### src/rtl/dwell_pkg.sv
`timescale 1ns/1ps
package dwell_pkg;
  // Strobes from the control FSM to the datapath
  typedef struct packed {
    logic step;     // move to next period, restart dwell
    logic restart;  // return to period 0, dwell at zero
    logic tblWe;    // accepted table write
    logic tblRe;    // accepted table read
  } seqStrobe_t;

  typedef enum logic [1:0] {
    TICK_MS_A   = 2'd0,
    TICK_10MS   = 2'd1,
    TICK_100MS  = 2'd2,
    TICK_MS_B   = 2'd3
  } tickSel_e;
endpackage

### src/rtl/dwell_tick_gen.sv
`timescale 1ns/1ps
module dwell_tick_gen #(
  parameter int TICKS_PER_MS = 200000
) (
  input  logic       clk,
  input  logic       rstN,
  input  logic       enable,
  input  logic       restart,
  input  logic [1:0] tickSel,
  output logic       baseTick
);
  import dwell_pkg::*;

  localparam int DECADES = 2;
  localparam int PW = (TICKS_PER_MS > 1) ? $clog2(TICKS_PER_MS) : 1;
  localparam logic [PW-1:0] PMAX = PW'(TICKS_PER_MS - 1);

  logic [PW-1:0] presc;
  logic [DECADES:0] stageTick;

  assign stageTick[0] = enable && (presc == PMAX);

  always_ff @(posedge clk) begin
    if (!rstN)           presc <= '0;
    else if (restart)    presc <= '0;
    else if (enable)     presc <= stageTick[0] ? '0 : presc + 1'b1;
  end

  generate
    for (genvar s = 0; s < DECADES; s++) begin : g_decade
      logic [3:0] dec;
      always_ff @(posedge clk) begin
        if (!rstN)              dec <= '0;
        else if (restart)       dec <= '0;
        else if (stageTick[s])  dec <= (dec == 4'd9) ? 4'd0 : dec + 4'd1;
      end
      assign stageTick[s+1] = stageTick[s] && (dec == 4'd9);
    end
  endgenerate

  always_comb begin
    unique case (tickSel_e'(tickSel))
      TICK_10MS:  baseTick = stageTick[1];
      TICK_100MS: baseTick = stageTick[2];
      default:    baseTick = stageTick[0];
    endcase
  end
endmodule

### src/rtl/dwell_datapath.sv
`timescale 1ns/1ps
module dwell_datapath
  import dwell_pkg::*;
#(
  parameter int IDX_W = 6,
  parameter int DW    = 16
) (
  input  logic             clk,
  input  logic             rstN,
  input  seqStrobe_t       strb,
  input  logic             baseTick,
  input  logic [IDX_W-1:0] tblAddr,
  input  logic [DW-1:0]    tblWrData,
  output logic [DW-1:0]    tblRdData,
  output logic             tblRdValid,
  output logic [IDX_W-1:0] curIdx,
  output logic             expire
);
  localparam int DEPTH = 1 << IDX_W;

  logic [DW-1:0] dwellMem [DEPTH];
  logic [DW-1:0] elapsed;
  logic [DW-1:0] dwellNow;

  always_ff @(posedge clk) begin
    if (strb.tblWe) dwellMem[tblAddr] <= tblWrData;
  end

  always_ff @(posedge clk) begin
    if (!rstN) begin
      tblRdData  <= '0;
      tblRdValid <= 1'b0;
    end else begin
      tblRdValid <= strb.tblRe;
      if (strb.tblRe) tblRdData <= dwellMem[tblAddr];
    end
  end

  assign dwellNow = dwellMem[curIdx];
  // a zero entry wraps, giving the longest possible dwell
  assign expire = baseTick && (elapsed == dwellNow - DW'(1));

  always_ff @(posedge clk) begin
    if (!rstN) begin
      curIdx  <= '0;
      elapsed <= '0;
    end else if (strb.restart) begin
      curIdx  <= '0;
      elapsed <= '0;
    end else if (strb.step) begin
      curIdx  <= curIdx + 1'b1;
      elapsed <= '0;
    end else if (baseTick) begin
      elapsed <= elapsed + 1'b1;
    end
  end
endmodule

### src/rtl/dwell_control.sv
`timescale 1ns/1ps
module dwell_control
  import dwell_pkg::*;
#(
  parameter int IDX_W = 6
) (
  input  logic             clk,
  input  logic             rstN,
  input  logic             goCmd,
  input  logic             haltCmd,
  input  logic             clearSet,
  input  logic             cfgWrite,
  input  logic [IDX_W-1:0] cfgLastIdx,
  input  logic [1:0]       cfgTickSel,
  input  logic             tblWrite,
  input  logic             tblRead,
  input  logic             expire,
  input  logic [IDX_W-1:0] curIdx,
  output seqStrobe_t       strb,
  output logic             running,
  output logic             stopLatch,
  output logic             clearState,
  output logic [1:0]       tickSel,
  output logic             countPulse,
  output logic             periodEnd,
  output logic [IDX_W-1:0] periodEndIdx
);
  logic [IDX_W-1:0] lastIdx;
  logic goAcc, clearAcc, expireNow, finalNow;

  assign goAcc     = goCmd && !haltCmd && !running;
  assign clearAcc  = clearSet && !running;
  assign expireNow = running && expire;
  assign finalNow  = expireNow && (curIdx == lastIdx);

  always_comb begin
    strb.step    = expireNow && !finalNow;
    strb.restart = finalNow || clearState || clearAcc;
    strb.tblWe   = tblWrite && !running;
    strb.tblRe   = tblRead && !running;
  end

  always_ff @(posedge clk) begin
    if (!rstN) begin
      running      <= 1'b0;
      stopLatch    <= 1'b0;
      clearState   <= 1'b0;
      lastIdx      <= '0;
      tickSel      <= 2'd0;
      countPulse   <= 1'b0;
      periodEnd    <= 1'b0;
      periodEndIdx <= '0;
    end else begin
      if (haltCmd)       running <= 1'b0;
      else if (goAcc)    running <= 1'b1;
      else if (finalNow) running <= 1'b0;

      if (goAcc)         stopLatch <= 1'b0;
      else if (finalNow) stopLatch <= 1'b1;

      if (goAcc)         clearState <= 1'b0;
      else if (clearAcc) clearState <= 1'b1;

      if (cfgWrite && !running) begin
        lastIdx <= cfgLastIdx;
        tickSel <= cfgTickSel;
      end

      countPulse <= strb.step;
      periodEnd  <= expireNow;
      if (expireNow) periodEndIdx <= curIdx;
    end
  end
endmodule

### src/rtl/dwell_sequencer.sv
`timescale 1ns/1ps
module dwell_sequencer #(
  parameter int TICKS_PER_MS = 200000,
  parameter int IDX_W        = 6,
  parameter int DW           = 16
) (
  input  logic             clk,
  input  logic             rstN,
  input  logic             goCmd,
  input  logic             haltCmd,
  input  logic             clearSet,
  input  logic             cfgWrite,
  input  logic [IDX_W-1:0] cfgLastIdx,
  input  logic [1:0]       cfgTickSel,
  input  logic             tblWrite,
  input  logic             tblRead,
  input  logic [IDX_W-1:0] tblAddr,
  input  logic [DW-1:0]    tblWrData,
  output logic [DW-1:0]    tblRdData,
  output logic             tblRdValid,
  output logic             running,
  output logic [IDX_W-1:0] curIdx,
  output logic             countPulse,
  output logic             periodEnd,
  output logic [IDX_W-1:0] periodEndIdx,
  output logic             veto,
  output logic             vetoN,
  output logic             clearOut
);
  import dwell_pkg::*;

  seqStrobe_t strb;
  logic       baseTick;
  logic       expire;
  logic       stopLatch;
  logic       clearState;
  logic [1:0] tickSel;

  dwell_tick_gen #(.TICKS_PER_MS(TICKS_PER_MS)) u_tick (
    .clk      (clk),
    .rstN     (rstN),
    .enable   (running),
    .restart  (strb.restart),
    .tickSel  (tickSel),
    .baseTick (baseTick)
  );

  dwell_control #(.IDX_W(IDX_W)) u_ctrl (
    .clk          (clk),
    .rstN         (rstN),
    .goCmd        (goCmd),
    .haltCmd      (haltCmd),
    .clearSet     (clearSet),
    .cfgWrite     (cfgWrite),
    .cfgLastIdx   (cfgLastIdx),
    .cfgTickSel   (cfgTickSel),
    .tblWrite     (tblWrite),
    .tblRead      (tblRead),
    .expire       (expire),
    .curIdx       (curIdx),
    .strb         (strb),
    .running      (running),
    .stopLatch    (stopLatch),
    .clearState   (clearState),
    .tickSel      (tickSel),
    .countPulse   (countPulse),
    .periodEnd    (periodEnd),
    .periodEndIdx (periodEndIdx)
  );

  dwell_datapath #(.IDX_W(IDX_W), .DW(DW)) u_dp (
    .clk        (clk),
    .rstN       (rstN),
    .strb       (strb),
    .baseTick   (baseTick),
    .tblAddr    (tblAddr),
    .tblWrData  (tblWrData),
    .tblRdData  (tblRdData),
    .tblRdValid (tblRdValid),
    .curIdx     (curIdx),
    .expire     (expire)
  );

  assign veto     = stopLatch;
  assign vetoN    = !stopLatch;
  assign clearOut = clearState;
endmodule

### config.mk
export PLATFORM = sky130hd
export DESIGN_NAME = dwell_sequencer
export DESIGN_NICKNAME = d
export VERILOG_FILES = /design/src/rtl/dwell_pkg.sv /design/src/rtl/dwell_tick_gen.sv /design/src/rtl/dwell_datapath.sv /design/src/rtl/dwell_control.sv /design/src/rtl/dwell_sequencer.sv
export SDC_FILE = /design/constraint.sdc
export NUM_CORES = 1
export LEC_CHECK = 0
export ABC_CLOCK_PERIOD_IN_PS = 4800
export BUFFER_PORTS_ARGS = -buffer_cell sky130_fd_sc_hd__buf_2
export CELL_PAD_IN_SITES_DETAIL_PLACEMENT = 1
export CELL_PAD_IN_SITES_GLOBAL_PLACEMENT = 1
export CORE_MARGIN = 2
export CORE_UTILIZATION = 27
export DETAILED_ROUTE_END_ITERATION = 12
export HOLD_SLACK_MARGIN = 0.02
export PLACE_DENSITY = 0.56
export SLEW_MARGIN = 10
export SYNTH_ARGS = -nofsm -noshare
export SYNTH_HDL_FRONTEND = slang
export SYNTH_SLANG_ARGS = --single-unit
export TNS_END_PERCENT = 10
### constraint.sdc
create_clock -name clk -period 4.8 [get_ports clk]
set_input_delay 0.48 -clock clk [delete_from_list [all_inputs] [get_ports clk]]
set_output_delay 0.48 -clock clk [all_outputs]
set_load 0.005 [all_outputs]
==> impl_metrics.yaml <==
placed_design:
  placed_cells: 6042
  gp_congestion: 0.956
  io_buffers: 72
  dpl_cell_area_sq_um: 57100
  hpwl_um: 147000
sta:
  finalCritPeriodShare: 0.993
  setup_violations: 0
  slew_headroom: 0.157
  fin_skew_ns: 0.0789
  tightestPinTransition_ns: 1.25
  rsz0062_at_grt: "yes"
  hold_violations: 0
  fmax_mhz: 210
  layout_min_cycle_time_ns: 4.76
  slew_viol_final: 0
  whs_ns: 0.121
global_routing:
  grt_first_pass_wirelength_um: 300000
  busiest_layer: "met2"
  grt_usage: 0.223
  met1_usage: 0.300
  grt.overflow.total: 0
  grt_pass1_vias: 36400
  antenna_found_initial: 15
  grt_max_degree: 69
  use_met3: 0.0522
  use_met2: 0.341
worst_hold_path:
  hold-path-endpoint: "u_dp.dwellMem[34][10]"
  hold_depth: 1
  min_from: "tblWrData[10]"
  hold_path_class: "input pin to flop"
route:
  wl_um: 219000
  drtAntennaViolNets: 0
  drt_iter0_markers: 5392
  wl_per_cell_um: 34.7
  routed_via_density: 5.87
  dr.pass1.iters: 6
  route.detailed.drc: 0
  vias: 37000
floorplan:
  die_w_um: 436
  num_rows: 158
  start_util: 0.272
  die_area_sq_um: 190000
  ios: 73
  coreArea_sq_um: 186000
  die_h_um: 436
synth:
  yosys_warnings: 0
  synth_area_sq_um: 50500
  synth_edf_count: 1024
  async_reset_ff_frac: 0
  syn_nets: 3336
  syn_inst: 3292
  yosys.area_share.simple: 0.0600
  synth_top_family_by_area: "compound AO/OA/AOI/OAI gates"
  synthDistinctLibCells: 86
  synthFlopType: "edfxtp_1"
  syn_avg_cell_area_sq_um: 15.3
  synth_xor_area_frac: 0.00972
  synth-seq-cells: 1114
  synth_adder_area_share: 0.00149
  ys_seq_area_frac: 0.645
  synth_compound_area_frac: 0.130
  synthMuxAreaShare: 0.124
finish:
  fin_util: 0.332
  fin_cells: 6304
  multi_input_area_sq_um: 16900
  fillers: 19200
  drive_gt1_frac: 0.290
  syn2layout_area_growth_pct: 22.0
  nets: 3764
  seq_area_sq_um: 32600
  stdcell_area_sq_um: 61600
clock_network:
  cts.sinks: 1114
  clk_pin_slew_ns: 0.07
  cts_tree: "built"
  cts_max_level: 3
  clk_latency_ns: 0.80
  ctsLongestPathBuffers: 3
  cts_made_buffers: 117
  root_buffer: "clkbuf_16"
critical_path:
  worst-path-max-fanout: 7
  path_cells: "buf_12 > buf_12 > mux4_2 > mux2i_2 > nor2_2 > a311oi_4 > o2bb2ai_2 > buf_4 > and4bb_4 > o21ai_2 > buf_4 > a32o_1 > or4_4 > o21ai_4 > buf_6 > nor4_4 > buf_12 > buf_6 > a2111oi_4"
  critPathRequiredTime_ns: 5.42
  worstPathBufferInverterCount: 7
  endpoint_kind: "flop"
  crit_slowest_cell: "a311oi_4"
  crit_type: "flop to flop"
  path_delay_family: "compound AO/OA/AOI/OAI gates"
  cp-start-kind: "flop"
  critPathMaxStageDelay_ns: 0.55
  critPathArrivalTime_ns: 5.39
  rrSetupSlack_ns: 0.04
  cp_common_cell: "buf_12"
  reg2reg_depth: 19
  r2r_end: "u_ctrl.running"
job:
  drv_cap: 0
power_and_ir_drop:
  ir_worst_vdd_v: 0.000290
  p_leak_nw: 19.3
  fin_total_pwr_mw: 21.0
  power.density_nw_per_um2: 342
run_status:
  outcome: "completed"
kinds of logic (layout without fill, tap and decap cells):
| family | Yosys count | count (layout) |
|---|---|---|
| buffers and inverters | 288 | 816 |
| muxes | 368 | 368 |
| DFF | 1114 | 1114 |
| xor gates and xnor gates | 56 | 56 |
| AOI/OAI and AO/OA | 880 | 880 |
| other | 0 | 4 |
| adders and majority gates | 6 | 6 |
| and+or+nand+nor | 580 | 580 |
registers in the layout, indices dropped and copies added, names as in the netlist, named ones only:
name / cells
u_ctrl.clearState: 1
u_ctrl.countPulse: 1
u_ctrl.lastIdx: 6
u_ctrl.periodEnd: 1
u_ctrl.periodEndIdx: 6
u_ctrl.running: 1
u_ctrl.stopLatch: 1
u_ctrl.tickSel: 2
u_dp.curIdx: 6
u_dp.dwellMem: 1024
u_dp.elapsed: 16
u_dp.tblRdData: 16
u_dp.tblRdValid: 1
u_tick.g_decade.dec: 8
u_tick.presc: 18
routing by layer:
| metal | vias to the layer above | share of wire | routed length [um] |
|---|---|---|---|
| li1 | 14700 | - | - |
| met2 | 2351 | 0.45 | 97700 |
| met3 | 451 | 0.10 | 22300 |
| met4 | 6 | 0.050 | 10900 |
| met5 | - | 0.00016 | 35 |
| met1 | 19500 | 0.40 | 87700 |
area by class of cell:
cell class                      count  area share
Sequential cell                  1114       0.529
Multi-Input combinational cell   1890       0.275
Timing Repair Buffer              572      0.0823
Clock buffer                      153      0.0515
Tap cell                         2480      0.0504
Clock inverter                     66      0.0108
Inverter                           25     0.00152
Antenna cell                        4    0.000162
placed cells by master, fill, tap and decap left out, types with 7 or more instances in the layout:
| cell | count |
|---|---|
| o31ai_1 | 10 |
| nor3_2 | 7 |
| edfxtp_1 | 1024 |
| nand2_1 | 111 |
| and3_1 | 13 |
| mux2i_1 | 147 |
| o22ai_1 | 9 |
| nand2b_1 | 7 |
| a22oi_1 | 382 |
| dlygate4sd3_1 | 11 |
| clkbuf_1 | 26 |
| buf_4 | 414 |
| mux2_2 | 12 |
| mux4_2 | 206 |
| nor2b_1 | 25 |
| xnor2_1 | 29 |
| dfxtp_1 | 86 |
| nand3_1 | 32 |
| nor3_1 | 55 |
| nor2_2 | 65 |
| a221oi_1 | 95 |
| a211oi_1 | 9 |
| a21oi_1 | 68 |
| nand4_1 | 114 |
| nor4_1 | 11 |
| clkinv_2 | 16 |
| inv_1 | 20 |
| nor2_1 | 77 |
| a22o_1 | 94 |
| a31oi_1 | 51 |
| xor2_1 | 25 |
| and2_1 | 7 |
| clkbuf_16 | 119 |
| bufinv_16 | 10 |
| o21ai_0 | 56 |
| o211ai_1 | 35 |
| buf_2 | 71 |
| clkinvlp_4 | 13 |
| buf_12 | 73 |
| clkinv_1 | 21 |
power breakdown:
| part | switching (mW) | internal [mW] | total, mW |
|---|---|---|---|
| combinational | 0.825 | 0.283 | 1.11 |
| sequential | 0.0378 | 10.6 | 10.7 |
| clock | 4.07 | 5.19 | 9.26 |
| total | 4.93 | 16.1 | 21.0 |
how the worst max path moves through the flow:
stage               start         endpoint  slack, ns  cells after the start
finish               flop   u_ctrl.running       0.04                     19
global route         flop             flop      -0.04                     22
CTS                  flop   u_ctrl.running      0.004                     18
detailed placement   flop             flop      -0.89                     17
global placement     flop             flop      -0.88                     17
floorplan            flop  u_tick.presc[2]       0.61                     18
synth_stat cells (5+ instances only):
cell type     n  share of area
buf_8         5         0.0015
buf_2        26         0.0026
a311oi_1      6         0.0010
nor3_2        7         0.0014
a211oi_1      9         0.0013
clkbuf_1    129         0.0096
a22o_1       97          0.017
a31oi_1      52         0.0064
nand2b_1      7        0.00087
o21ai_0      58         0.0058
buf_1        44         0.0033
a22oi_1     384          0.057
nand4_1     114          0.014
nor2b_1      27         0.0033
o31ai_1      10         0.0015
buf_4        37         0.0055
dfxtp_1      90          0.036
mux2_2       13         0.0029
or2_2         5        0.00062
nor2_1      145          0.011
nand2_1     112         0.0083
nand3_1      33         0.0033
xor2_1       25         0.0043
ha_1          6         0.0015
a32oi_1       8         0.0014
nor3_1       56         0.0056
o211ai_1     35         0.0052
nor3b_1       6        0.00089
edfxtp_1   1024           0.61
a21oi_1      71         0.0070
o22ai_1      11         0.0014
and2_1        9         0.0011
mux2i_1     149          0.030
nor4_1       13         0.0016
inv_1        21         0.0016
buf_6        18         0.0040
mux4_2      206          0.092
a221oi_1     96          0.017
o41ai_1       6         0.0010
xnor2_1      31         0.0054
and3_1       14         0.0017
metrics by stage:
stage               worst slack [ns]  TNS [ns]
floorplan                      0.611         0
global placement              -0.881    -31.43
detailed placement            -0.892    -34.23
CTS                          0.00369         0
global route                 -0.0368    -0.216
finish                        0.0360         0
repair_timing:
item                                   4_1_cts  5_1_grt
pin swaps                                    5       17
endpoints found under the hold margin       10        0
hold buffers                                11        0
gates resized for setup                     24       36
setup endpoints to repair                   58       56
setup buffers                                6       22
Note: power is estimated with default switching activity, not from simulation.
